### src/rtl/acc_pkg.sv
package acc_pkg;
  localparam int BYTE_W = 8;

  localparam logic [BYTE_W-1:0] OPC_LOAD  = 8'h01;
  localparam logic [BYTE_W-1:0] OPC_STORE = 8'h02;
  localparam logic [BYTE_W-1:0] OPC_ADD   = 8'h03;
  localparam logic [BYTE_W-1:0] OPC_MUL   = 8'h04;
  localparam logic [BYTE_W-1:0] OPC_HALT  = 8'hFF;

  typedef enum logic [2:0] {
    ST_FETCH_OP,
    ST_FETCH_LO,
    ST_OPERAND,
    ST_WRITE,
    ST_STOP
  } seq_state_e;

  function automatic logic opc_runs(input logic [BYTE_W-1:0] opc);
    return (opc == OPC_LOAD) || (opc == OPC_STORE) ||
           (opc == OPC_ADD)  || (opc == OPC_MUL);
  endfunction
endpackage

### src/rtl/acc_alu.sv
module acc_alu
  import acc_pkg::*;
#(
  parameter int DATA_W = 16
) (
  input  logic [BYTE_W-1:0] opc,
  input  logic [DATA_W-1:0] acc,
  input  logic [DATA_W-1:0] operand,
  output logic [DATA_W-1:0] result
);
  localparam int PROD_W = 2 * DATA_W;

  logic [PROD_W-1:0] product;
  logic [DATA_W-1:0] sum;

  always_comb begin
    product = PROD_W'(acc) * PROD_W'(operand);
    sum     = acc + operand;
    unique case (opc)
      OPC_ADD: result = sum;
      OPC_MUL: result = product[DATA_W-1:0];
      default: result = operand;
    endcase
  end
endmodule

### src/rtl/acc_accreg.sv
module acc_accreg #(
  parameter int DATA_W = 16
) (
  input  logic              clk,
  input  logic              rst,
  input  logic              ld,
  input  logic [DATA_W-1:0] din,
  output logic [DATA_W-1:0] acc
);
  always_ff @(posedge clk) begin
    if (rst)     acc <= '0;
    else if (ld) acc <= din;
  end

  // the accumulator changes only when an operand read completes
  assert_acc_hold_R3: assert property (@(posedge clk) disable iff (rst)
    !ld |=> $stable(acc));
endmodule

### src/rtl/acc_seq.sv
module acc_seq
  import acc_pkg::*;
#(
  parameter int DATA_W = 16,
  parameter int ADDR_W = 16
) (
  input  logic              clk,
  input  logic              rst,
  input  logic              mem_ready,
  input  logic [DATA_W-1:0] mem_rdata,
  input  logic [DATA_W-1:0] acc,
  output logic              acc_ld,
  output logic [BYTE_W-1:0] opc,
  output logic              mem_req,
  output logic [ADDR_W-1:0] mem_addr,
  output logic              mem_we,
  output logic [DATA_W-1:0] mem_wdata,
  output logic              halted,
  output logic              err
);
  localparam int WORD_BYTES = DATA_W / BYTE_W;
  localparam int ADDR_BYTES = ADDR_W / BYTE_W;
  localparam int INSN_LEN   = 1 + ADDR_BYTES;
  localparam int HI_W       = ADDR_W - BYTE_W;

  seq_state_e        st;
  logic [ADDR_W-1:0] pc;
  logic [HI_W-1:0]   addr_hi;
  logic              done;
  logic [BYTE_W-1:0] top_byte;

  assign done     = mem_req && mem_ready;
  assign top_byte = mem_rdata[DATA_W-1 -: BYTE_W];
  assign acc_ld   = done && (st == ST_OPERAND);

  always_ff @(posedge clk) begin
    if (rst) begin
      st        <= ST_FETCH_OP;
      pc        <= '0;
      addr_hi   <= '0;
      opc       <= '0;
      mem_req   <= 1'b1;
      mem_addr  <= '0;
      mem_we    <= 1'b0;
      mem_wdata <= '0;
      halted    <= 1'b0;
      err       <= 1'b0;
    end else if (done) begin
      unique case (st)
        ST_FETCH_OP: begin
          opc     <= top_byte;
          addr_hi <= mem_rdata[DATA_W-BYTE_W-1 -: HI_W];
          if (opc_runs(top_byte)) begin
            st       <= ST_FETCH_LO;
            mem_addr <= pc + ADDR_W'(WORD_BYTES);
          end else begin
            st      <= ST_STOP;
            mem_req <= 1'b0;
            halted  <= 1'b1;
            err     <= (top_byte != OPC_HALT);
          end
        end
        ST_FETCH_LO: begin
          pc       <= pc + ADDR_W'(INSN_LEN);
          mem_addr <= {addr_hi, top_byte};
          if (opc == OPC_STORE) begin
            st        <= ST_WRITE;
            mem_we    <= 1'b1;
            mem_wdata <= acc;
          end else begin
            st <= ST_OPERAND;
          end
        end
        ST_OPERAND: begin
          st       <= ST_FETCH_OP;
          mem_addr <= pc;
        end
        ST_WRITE: begin
          st       <= ST_FETCH_OP;
          mem_addr <= pc;
          mem_we   <= 1'b0;
        end
        default: ;
      endcase
    end
  end

  // a pending request stays unchanged until accepted
  assert_req_hold_R7: assert property (@(posedge clk) disable iff (rst)
    (mem_req && !mem_ready) |=> (mem_req && $stable(mem_addr) &&
                                 $stable(mem_we) && $stable(mem_wdata)));
  // once stopped, the bus stays quiet
  assert_halt_quiet_R8: assert property (@(posedge clk) disable iff (rst)
    halted |=> (halted && !mem_req));
  // error only together with halt
  assert_err_halts_R9: assert property (@(posedge clk) disable iff (rst)
    err |-> halted);
  // writes only during the store data phase
  assert_we_store_R6: assert property (@(posedge clk) disable iff (rst)
    mem_we |-> (mem_req && st == ST_WRITE));
  // next fetch begins three bytes on
  assert_pc_step_R2: assert property (@(posedge clk) disable iff (rst)
    (done && st == ST_FETCH_LO) |=> (pc == $past(pc) + ADDR_W'(INSN_LEN)));
endmodule

### src/rtl/acc_core.sv
module acc_core
  import acc_pkg::*;
#(
  parameter int DATA_W = 16,
  parameter int ADDR_W = 16
) (
  input  logic              clk,
  input  logic              rst,
  output logic              mem_req,
  output logic [ADDR_W-1:0] mem_addr,
  output logic              mem_we,
  output logic [DATA_W-1:0] mem_wdata,
  input  logic [DATA_W-1:0] mem_rdata,
  input  logic              mem_ready,
  output logic              halted,
  output logic              err
);
  logic [DATA_W-1:0] acc;
  logic [DATA_W-1:0] alu_out;
  logic [BYTE_W-1:0] opc;
  logic              acc_ld;

  acc_seq #(.DATA_W(DATA_W), .ADDR_W(ADDR_W)) u_seq (
    .clk(clk), .rst(rst), .mem_ready(mem_ready), .mem_rdata(mem_rdata),
    .acc(acc), .acc_ld(acc_ld), .opc(opc), .mem_req(mem_req),
    .mem_addr(mem_addr), .mem_we(mem_we), .mem_wdata(mem_wdata),
    .halted(halted), .err(err)
  );

  acc_alu #(.DATA_W(DATA_W)) u_alu (
    .opc(opc), .acc(acc), .operand(mem_rdata), .result(alu_out)
  );

  acc_accreg #(.DATA_W(DATA_W)) u_acc (
    .clk(clk), .rst(rst), .ld(acc_ld), .din(alu_out), .acc(acc)
  );
endmodule

### config.mk
export PLATFORM = sky130hd
export DESIGN_NAME = acc_core
export DESIGN_NICKNAME = d
export VERILOG_FILES = /design/src/rtl/acc_pkg.sv /design/src/rtl/acc_alu.sv /design/src/rtl/acc_accreg.sv /design/src/rtl/acc_seq.sv /design/src/rtl/acc_core.sv
export SDC_FILE = /design/constraint.sdc
export NUM_CORES = 1
export LEC_CHECK = 0
export BUFFER_PORTS_ARGS = -buffer_cell sky130_fd_sc_hd__buf_2
export CAP_MARGIN = 20
export CORE_UTILIZATION = 29
export CTS_BUF_LIST = sky130_fd_sc_hd__clkbuf_16
export CTS_CLUSTER_DIAMETER = 120
export DETAILED_ROUTE_END_ITERATION = 10
export GPL_TIMING_DRIVEN = 1
export HOLD_SLACK_MARGIN = 0.12
export SLEW_MARGIN = 5
export SYNTH_ARGS = -nofsm -noshare
export SYNTH_HDL_FRONTEND = slang
export SYNTH_HIERARCHICAL = 1
export SYNTH_SLANG_ARGS = --single-unit
### constraint.sdc
create_clock -name clk -period 10.9 [get_ports clk]
set_input_delay 2.18 -clock clk [delete_from_list [all_inputs] [get_ports clk]]
set_output_delay 2.18 -clock clk [all_outputs]
set_load 0.005 [all_outputs]
# Word level (Yosys, flattened, before mapping)
# Index checks and enable logic that the tools add are counted.
# totals
inputBits,19
word_cells,53
reg_bits,87
out_inout_bits,36
# op_classes
mul,1
n_eq_ne,13
n_bitwise,1
addsub,3
reduce_logical,16
mux,8
# ops
cell,n
$pmux 16 s3,1
$add 16x2->16 const B,2
$eq 8x2->1 const B,4
$pmux 16 s2,1
$add 16x16->16,1
$eq 8x3->1 const B,2
$mul 16x16->16,1
$mux 16,1
$reduce_and 3->1,4
$pmux 3 s3,1
$eq 8x1->1 const B,1
$ne 8x8->1 const B,1
$eq 3x2->1 const B,2
$reduce_and 2->1,3
$ne 2x1->1 const B,2
$eq 3x1->1 const B,1
$logic_not 3->1,1
$logic_or 1x1->1,3
$mux 3,1
$reduce_bool 3->1,1
$logic_and 1x1->1,2
$mux 1,2
$pmux 1 s2,1
$reduce_bool 2->1,1
2 further kinds,2

# Depth between registers and ports, before layout
# Gate-level depths: netlist of run 1.
# logic_depth
depth_word,6
mapped_depth,24
depth_no_buf,23

# Cells and area by module
# The synthesis of run 1 kept the hierarchy.
# by_module_without_submodules
module,area_per_inst_um2,seq_area_each_um2,n_inst,cells_per_inst
acc_alu,4893.4,0.0,1,606
acc_seq,3618.5,1421.4,1,424
acc_accreg,580.6,320.3,1,52

# Worst setup path after synthesis of run 1
# Ideal clock, no wire load.
# synth_timing
path_kind,input to register
from,in mem_rdata[6]
to,reg u_acc.acc[14]
path_stages,21
n_path_buf,1
arrival_ns,7.080
setup_slack_ns,3.702
cell_sequence,clkbuf_1 > and2_1 > fa_1 > inv_1 > fa_1 > fa_1 > fa_1 > inv_1 > fa_1 > inv_1 > fa_1 > inv_1 > ha_1 > nand3_1 > o2111a_1 > o2bb2ai_1 > xnor2_1 > a22oi_1 > o21ai_0 > mux2i_1 > nor2_1
# synth_via
elab_chain_len,2
word_cells_on_any_way,3
classes_between,1 x add/sub; 1 x mul; 1 x mux
# synth_rtl
element,line_no,source
"start, declared",acc_core.sv:13,"input logic [DATA_W-1:0] mem_rdata,"
$mul 16x16->16 or $add 16x16->16 (tied branches),"acc_alu.sv:17, acc_alu.sv:18",
$pmux 16 s2 *,acc_alu.sv:19,unique case (opc)
named net alu_out[14],acc_core.sv:19,logic [DATA_W-1:0] alu_out;
"end signal, assigned",acc_accreg.sv:12,else if (ld) acc <= din;
"end, declared",acc_accreg.sv:8,output logic [DATA_W-1:0] acc
# Mark *: on every way through the listed nets, which the timed path passes. The rest lies on a longest branch.
# A chain may end at the register's enable or synchronous reset.

# Final worst setup path of run 1
# layout_timing
from,in mem_rdata[6]
to,reg u_acc.acc[15]
# The elaborated chain is that of the path after synthesis.

==> results of run 1 <==
## sequential cells by signal (all words and copies together) (netlist names)
signal,cells
u_acc/acc,16
u_seq/mem_addr,16
u_seq/mem_wdata,16
u_seq/pc,16
u_seq/addr_hi,8
u_seq/opc,8
u_seq/st,3
u_seq/err,1
u_seq/halted,1
u_seq/mem_req,1
u_seq/mem_we,1
## metrics by stage
stage          instance area, um^2  std cells  power (mW)
2_1_floorplan                 9090       1082       0.439
5_1_grt                       9970       1500       0.855
3_5_place_dp                  9650       1484       0.485
4_1_cts                       9970       1500       0.828
6_report                      9970       1500       0.820
3_3_place_gp                  9640       1483       0.483
## worst reg2reg max path, cell delays in order (launching register included)
cell and delay, ps:
dfxtp_1 900, ha_1 400, xnor2_1 110, ha_1 190, a31oi_1 190, fa_1 490
fa_1 490, fa_1 500, inv_1 60, fa_1 530, inv_1 50, fa_1 520
inv_1 40, ha_1 370, nand3_1 120, nand2_1 70, o31ai_1 470, xnor2_1 160
nand2_1 100, nand4b_1 100, mux2i_1 140, nor2_1 50
## cells by family (layout without fill, tap and decap cells)
family,count (synthesis),in the layout,share of synthesized area
AO/OA/AOI/OAI,185,185,0.141
AND/OR/NAND/NOR,377,377,0.210
buffers and inverters,185,207,0.0830
XOR/XNOR,56,56,0.0555
flip-flops,87,87,0.192
adder cells (fa/ha/maj),149,149,0.271
multiplexers,43,43,0.0480
## final timing paths
check        depth (start not counted)                       endpoint                          start
min reg2reg                          2  u_seq/addr_hi[2]$_SDFFE_PP0P_  u_seq/addr_hi[2]$_SDFFE_PP0P_
max                                 20     u_acc/acc[15]$_SDFFE_PP0P_                   mem_rdata[6]
min                                  2  u_seq/addr_hi[2]$_SDFFE_PP0P_  u_seq/addr_hi[2]$_SDFFE_PP0P_
max reg2reg                         21     u_acc/acc[15]$_SDFFE_PP0P_      u_acc/acc[5]$_SDFFE_PP0P_
## synthesized netlist by cell type (all sizes together), types with 7 or more instances
| cell type | count | area share |
|---|---|---|
| a211oi | 14 | 0.012 |
| nand4 | 13 | 0.011 |
| xnor2 | 39 | 0.038 |
| nor2 | 80 | 0.033 |
| nor2b | 9 | 0.0062 |
| o21ai | 31 | 0.019 |
| nand3 | 13 | 0.0083 |
| mux2i | 38 | 0.042 |
| nand2b | 10 | 0.0069 |
| nor3 | 18 | 0.011 |
| a22o | 8 | 0.0077 |
| clkbuf | 29 | 0.012 |
| inv | 129 | 0.053 |
| ha | 69 | 0.095 |
| nand2 | 126 | 0.052 |
| xor2 | 16 | 0.015 |
| a221oi | 9 | 0.0087 |
| nor4 | 9 | 0.0076 |
| o31ai | 8 | 0.0066 |
| buf | 26 | 0.017 |
| dfxtp | 87 | 0.19 |
| fa | 80 | 0.18 |
| a22oi | 12 | 0.0099 |
| or4 | 7 | 0.0058 |
| a21oi | 52 | 0.029 |
| and2 | 69 | 0.047 |
## power by group through the flow
stage | sequential, mW | combinational (mW) | clock [mW]
after floorplan | 0.343 | 0.0955 | 0
after global placement | 0.350 | 0.133 | 0
after detailed placement | 0.350 | 0.136 | 0
after CTS | 0.343 | 0.136 | 0.349
after global routing | 0.344 | 0.151 | 0.359
final | 0.343 | 0.136 | 0.340
## layout make-up
| cell class | count | area [um^2] |
|---|---|---|
| multi-input combinational | 810 | 6600 |
| inverter | 130 | 488 |
| clock buffer | 9 | 225 |
| fill | 3278 | 20800 |
| timing repair buffer | 61 | 323 |
| sequential | 87 | 1740 |
| tap | 396 | 495 |
| clock inverter | 7 | 95.1 |
## per-layer routing
metal  vias up  wire length, um  track usage
met3        50             1650       0.0314
li1       3656                -            -
met5         -                0            0
met1      3752            12200        0.238
met2       292            12000        0.270
met4         0              722       0.0583
==> run_summary.xml, run 1 <==
<?xml version="1.0" encoding="UTF-8"?>
<metrics>
  <group name="clocking">
    <metric name="cts_resized" unit="">0</metric>
    <metric name="post_cts_hold_buffer_count" unit="">0</metric>
    <metric name="h-tree-depth" unit="">3</metric>
    <metric name="cts_buffers" unit="">9</metric>
    <metric name="cts-root-buf" unit="">clkbuf_16</metric>
    <metric name="tritoncts_num_sinks" unit="">87</metric>
    <metric name="number_of_buffers_between_clock_root_and_the_deepest_sink" unit="">2</metric>
    <metric name="cts_tree" unit="">built</metric>
    <metric name="clkLatencyLatePin" unit="ps">350</metric>
    <metric name="post-cts-setup-buffer-count" unit="">0</metric>
    <metric name="clk_pin_slew_worst_paths" unit="ps">70</metric>
  </group>
  <group name="die">
    <metric name="die_area" unit="um^2">32100</metric>
    <metric name="core_area" unit="um^2">30700</metric>
    <metric name="die-width" unit="um">179</metric>
    <metric name="pin_count" unit="">55</metric>
    <metric name="placement_rows" unit="">64</metric>
    <metric name="die_h" unit="um">179</metric>
    <metric name="floorplan.initialDensity" unit="">0.296</metric>
  </group>
  <group name="critical_path">
    <metric name="crit_arrival" unit="ps">7620</metric>
    <metric name="setup.reg_to_reg.worst_slack" unit="ps">4710</metric>
    <metric name="critical_path_buf_inv_count" unit="">5</metric>
    <metric name="timing.critical_path.mode_cell" unit="">fa_1</metric>
    <metric name="critical_path.startpoint_type" unit="">input port</metric>
    <metric name="worst-setup-path-type" unit="">in -&gt; reg</metric>
    <metric name="cpLargestDelayFamily" unit="">adder cells</metric>
    <metric name="timing.critical_path.slowest_stage_cell" unit="">fa_1</metric>
    <metric name="worst_setup_path_end_kind" unit="">flop</metric>
    <metric name="worstPathRequired" unit="ps">11100</metric>
    <metric name="path_cells" unit="">buf_2 &gt; ha_1 &gt; fa_1 &gt; inv_1 &gt; fa_1 &gt; inv_1 &gt; fa_1 &gt; fa_1 &gt; fa_1 &gt; inv_1 &gt; fa_1 &gt; inv_1 &gt; ha_1 &gt; or3_1 &gt; o31ai_1 &gt; xnor2_1 &gt; nand2_1 &gt; nand4b_1 &gt; mux2i_1 &gt; nor2_1</metric>
    <metric name="maximum_fanout_along_the_worst_path" unit="">13</metric>
    <metric name="critical_path.max_stage_delay" unit="ps">550</metric>
  </group>
  <group name="power_and_ir_drop">
    <metric name="power.combinational.fraction" unit="">0.166</metric>
    <metric name="power.ir.vdd_worst" unit="uV">78.2</metric>
    <metric name="leakage" unit="nW">4.43</metric>
    <metric name="p_sw" unit="mW">0.243</metric>
    <metric name="sequentialPowerShare" unit="">0.418</metric>
    <metric name="power.switching_fraction" unit="">0.297</metric>
    <metric name="cellInternalPower" unit="mW">0.577</metric>
    <metric name="power_dens_cells" unit="nW/um^2">82.2</metric>
    <metric name="clock_power_share" unit="">0.415</metric>
  </group>
  <group name="synthesis">
    <metric name="synth.yosys.seq_area_share" unit="">0.192</metric>
    <metric name="ys.flop_type" unit="">dfxtp_1</metric>
    <metric name="mean_syn_cell_area" unit="um^2">8.40</metric>
    <metric name="syn_nets" unit="">1250</metric>
    <metric name="synth_edf_count" unit="">0</metric>
    <metric name="syn-instance-count" unit="">1082</metric>
    <metric name="synth-warning-count" unit="">6</metric>
    <metric name="synth.ff_latch_count" unit="">87</metric>
    <metric name="synth_cell_types" unit="">77</metric>
    <metric name="mappedNetlistArea" unit="um^2">9090</metric>
    <metric name="ys_async_sr_fraction" unit="">0</metric>
  </group>
  <group name="placed_design">
    <metric name="count_of_buffers_inserted_at_the_top_level_ports" unit="">54</metric>
    <metric name="pre_cts_ws" unit="ps">3160</metric>
    <metric name="place_hpwl" unit="mm">18.9</metric>
    <metric name="place.gp.congestion" unit="">0.855</metric>
  </group>
  <group name="outcome">
    <metric name="failed_checks" unit="">design-rule violations</metric>
    <metric name="status" unit="">finished with violations</metric>
  </group>
  <group name="timing">
    <metric name="finalMaxSlewViolations" unit="">0</metric>
    <metric name="report.final.setup_viol" unit="">0</metric>
    <metric name="rsz0062_at_grt" unit="">no</metric>
    <metric name="share_of_the_clock_period_used_by_the_worst_path" unit="">0.681</metric>
    <metric name="maxSlewHeadroom" unit="">0.328</metric>
    <metric name="postLayoutSetupSlackWorst" unit="ps">3480</metric>
    <metric name="setup_tns" unit="ps">0</metric>
    <metric name="number_of_hold_violations_in_the_final_report" unit="">0</metric>
    <metric name="layout_min_cycle_time" unit="ps">7420</metric>
    <metric name="tightest_slew" unit="ps">1010</metric>
    <metric name="clock_skew" unit="ps">9.05</metric>
    <metric name="fmax" unit="MHz">135</metric>
    <metric name="hold-worst-slack" unit="ps">466</metric>
  </group>
  <group name="cells_and_area">
    <metric name="mostFrequentLayoutCells" unit="">inv_1, nand2_1, dfxtp_1</metric>
    <metric name="diodes" unit="">0</metric>
    <metric name="nets" unit="">1267</metric>
    <metric name="syn2layout_area_growth" unit="%">9.65</metric>
    <metric name="final_common_cell" unit="">inv_1</metric>
    <metric name="final_layout_size_suffix_gt1_frac" unit="">0.0933</metric>
    <metric name="final_core_utilization" unit="">0.324</metric>
  </group>
  <group name="global_routing">
    <metric name="grt_start_max_net_pins" unit="">97</metric>
    <metric name="globalRouteTotalUtil" unit="">0.173</metric>
    <metric name="grt.overflow.total" unit="">0</metric>
    <metric name="initial_antenna_violation_count" unit="">1</metric>
    <metric name="first_global_vias" unit="">7551</metric>
    <metric name="grt_pass1_wl" unit="mm">42.1</metric>
  </group>
  <group name="job">
    <metric name="maxCapViolCount" unit="">0</metric>
  </group>
  <group name="detailed_routing">
    <metric name="drc" unit="">4</metric>
    <metric name="wl" unit="mm">26.6</metric>
    <metric name="post_drt_via_cell_ratio" unit="">5.17</metric>
    <metric name="drt_first_iter_violations" unit="">693</metric>
    <metric name="ant_nets_after_route" unit="">0</metric>
    <metric name="vias" unit="">7750</metric>
    <metric name="first_pass_iters" unit="">8</metric>
    <metric name="wl_per_cell" unit="um">17.8</metric>
  </group>
  <group name="hold_path">
    <metric name="min_path_type" unit="">reg -&gt; reg</metric>
  </group>
</metrics>
No activity file was read; power rests on OpenSTA's default activity.
==> run 2: changes to the inputs <==
==> constraint.sdc (replaced) <==
create_clock -name clk -period 6.78 [get_ports clk]
set_input_delay 1.356 -clock clk [delete_from_list [all_inputs] [get_ports clk]]
set_output_delay 1.356 -clock clk [all_outputs]
set_load 0.005 [all_outputs]
==> run_summary.xml, run 2 (synthesis results as in run 1) <==
<?xml version="1.0" encoding="UTF-8"?>
<metrics>
  <group name="outcome">
    <metric name="status" unit="">finished with violations</metric>
    <metric name="failed_checks" unit="">design-rule violations</metric>
  </group>
  <group name="timing">
    <metric name="fmax" unit="MHz">157</metric>
    <metric name="report.final.setup_viol" unit="">0</metric>
    <metric name="finalMaxSlewViolations" unit="">0</metric>
    <metric name="tightest_slew" unit="ps">869</metric>
    <metric name="share_of_the_clock_period_used_by_the_worst_path" unit="">0.942</metric>
    <metric name="clock_skew" unit="ps">8.94</metric>
    <metric name="setup_tns" unit="ps">0</metric>
    <metric name="layout_min_cycle_time" unit="ps">6390</metric>
    <metric name="maxSlewHeadroom" unit="">0.420</metric>
    <metric name="number_of_hold_violations_in_the_final_report" unit="">0</metric>
    <metric name="rsz0062_at_grt" unit="">no</metric>
  </group>
  <group name="power_and_ir_drop">
    <metric name="power_dens_cells" unit="nW/um^2">127</metric>
    <metric name="leakage" unit="nW">4.53</metric>
    <metric name="power.ir.vdd_worst" unit="uV">137</metric>
  </group>
  <group name="cells_and_area">
    <metric name="mostFrequentLayoutCells" unit="">inv_1, nand2_1, dfxtp_1</metric>
    <metric name="final_common_cell" unit="">inv_1</metric>
    <metric name="final_core_utilization" unit="">0.329</metric>
    <metric name="final_layout_size_suffix_gt1_frac" unit="">0.113</metric>
    <metric name="nets" unit="">1291</metric>
    <metric name="diodes" unit="">0</metric>
    <metric name="nFillCells" unit="">3305</metric>
    <metric name="syn2layout_area_growth" unit="%">11.4</metric>
  </group>
  <group name="critical_path">
    <metric name="timing.critical_path.mode_cell" unit="">fa_1</metric>
    <metric name="worst_setup_path_end_kind" unit="">flop</metric>
    <metric name="timing.rr.start" unit="">u_acc/acc[7]$_SDFFE_PP0P_</metric>
    <metric name="critical_path.max_stage_delay" unit="ps">520</metric>
    <metric name="maximum_fanout_along_the_worst_path" unit="">9</metric>
    <metric name="timing.critical_path.slowest_stage_cell" unit="">fa_1</metric>
    <metric name="path_cells" unit="">buf_2 &gt; ha_1 &gt; xnor2_1 &gt; ha_1 &gt; a31oi_1 &gt; fa_1 &gt; fa_1 &gt; fa_1 &gt; inv_1 &gt; fa_1 &gt; inv_1 &gt; fa_1 &gt; inv_1 &gt; ha_1 &gt; nand3_1 &gt; o2111a_1 &gt; o2bb2ai_1 &gt; xnor2_1 &gt; a22oi_1 &gt; o21ai_0 &gt; mux2i_1 &gt; nor2_1</metric>
    <metric name="worstPathRequired" unit="ps">6990</metric>
    <metric name="critical_path.startpoint_type" unit="">input port</metric>
    <metric name="worst-setup-path-type" unit="">in -&gt; reg</metric>
    <metric name="crit_arrival" unit="ps">6600</metric>
    <metric name="critical_path.startpoint" unit="">mem_rdata[5]</metric>
  </group>
  <group name="die">
    <metric name="die-width" unit="um">179</metric>
    <metric name="placement_rows" unit="">64</metric>
    <metric name="pin_count" unit="">55</metric>
    <metric name="die_h" unit="um">179</metric>
    <metric name="core_area" unit="um^2">30700</metric>
    <metric name="floorplan.initialDensity" unit="">0.296</metric>
    <metric name="die_area" unit="um^2">32100</metric>
  </group>
  <group name="global_routing">
    <metric name="most_crowded_layer_after_global_routing" unit="">met2</metric>
    <metric name="grt_pass1_wl" unit="mm">43.1</metric>
    <metric name="initial_antenna_violation_count" unit="">0</metric>
    <metric name="met3_usage" unit="">0.0259</metric>
    <metric name="grt_start_max_net_pins" unit="">64</metric>
    <metric name="grt.overflow.total" unit="">0</metric>
    <metric name="globalRouteMet1Util" unit="">0.240</metric>
    <metric name="globalRouteTotalUtil" unit="">0.176</metric>
    <metric name="first_global_vias" unit="">7702</metric>
    <metric name="grt.met2_usage" unit="">0.284</metric>
  </group>
  <group name="detailed_routing">
    <metric name="wl" unit="mm">26.8</metric>
    <metric name="post_drt_via_cell_ratio" unit="">5.09</metric>
    <metric name="first_pass_iters" unit="">8</metric>
    <metric name="wl_per_cell" unit="um">17.6</metric>
    <metric name="ant_nets_after_route" unit="">0</metric>
    <metric name="vias" unit="">7757</metric>
    <metric name="drc" unit="">4</metric>
    <metric name="drt_first_iter_violations" unit="">641</metric>
  </group>
  <group name="job">
    <metric name="maxCapViolCount" unit="">0</metric>
  </group>
  <group name="placed_design">
    <metric name="place.gp.congestion" unit="">0.865</metric>
    <metric name="count_of_buffers_inserted_at_the_top_level_ports" unit="">54</metric>
    <metric name="place_hpwl" unit="mm">20.2</metric>
  </group>
  <group name="clocking">
    <metric name="post-cts-setup-buffer-count" unit="">0</metric>
    <metric name="h-tree-depth" unit="">3</metric>
    <metric name="cts-root-buf" unit="">clkbuf_16</metric>
    <metric name="clk_pin_slew_worst_paths" unit="ps">70</metric>
    <metric name="cts_tree" unit="">built</metric>
    <metric name="tritoncts_num_sinks" unit="">87</metric>
    <metric name="post_cts_hold_buffer_count" unit="">0</metric>
    <metric name="cts_buffers" unit="">9</metric>
    <metric name="number_of_buffers_between_clock_root_and_the_deepest_sink" unit="">2</metric>
    <metric name="cts_resized" unit="">0</metric>
    <metric name="clkLatencyLatePin" unit="ps">350</metric>
  </group>
  <group name="hold_path">
    <metric name="min_path_type" unit="">reg -&gt; reg</metric>
    <metric name="min-delay-start" unit="">u_seq/addr_hi[4]$_SDFFE_PP0P_</metric>
  </group>
</metrics>
## run 2: critical path: cells and delay by family
| kind | cells | cell delay (ps) |
|---|---|---|
| AND/OR/NAND/NOR | 2 | 160 |
| XOR/XNOR | 2 | 240 |
| buffers and inverters | 4 | 380 |
| AO/OA/AOI/OAI | 5 | 890 |
| adder cells (fa/ha/maj) | 8 | 3400 |
| multiplexers | 1 | 150 |
## run 2: layer usage
| layer | share of wire | routed length, um |
|---|---|---|
| met1 | 0.46 | 12300 |
| met2 | 0.46 | 12400 |
| met3 | 0.050 | 1340 |
| met4 | 0.027 | 733 |
| met5 | 0 | 0 |
## run 2: worst paths after layout
check                                   to  cells after the start  slack (ps)
max             u_acc/acc[14]$_SDFFE_PP0P_                     22         390
min reg2reg  u_seq/addr_hi[4]$_SDFFE_PP0P_                      2         460
max reg2reg     u_acc/acc[15]$_SDFFE_PP0P_                     20         800
min          u_seq/addr_hi[4]$_SDFFE_PP0P_                      2         460
## run 2: where the power goes
group,switching [mW],internal [mW],total (mW)
sequential,0.0230,0.529,0.552
clock,0.218,0.286,0.504
combinational,0.149,0.0798,0.229
total,0.390,0.895,1.28
## run 2: layout make-up
class / count / area (um^2) / area share
Inverter: 130 / 488 / 0.0482
Tap cell: 396 / 495 / 0.0489
Timing Repair Buffer: 85 / 503 / 0.0497
Sequential cell: 87 / 1740 / 0.172
Clock buffer: 9 / 225 / 0.0222
Clock inverter: 7 / 72.6 / 0.00717
Multi-Input combinational cell: 810 / 6600 / 0.652
## run 2: metrics by stage
stage | cell area [um^2] | cells | setup WS [ps] | hold slack (ps) | power, mW
2_1_floorplan | 9090 | 1082 | 406 | 436 | 0.705
3_3_place_gp | 9820 | 1507 | 122 | 450 | 0.785
3_5_place_dp | 9820 | 1507 | 32.5 | 455 | 0.788
4_1_cts | 10100 | 1523 | 391 | 469 | 1.30
5_1_grt | 10100 | 1524 | 105 | 491 | 1.35
6_report | 10100 | 1524 | 395 | 464 | 1.28
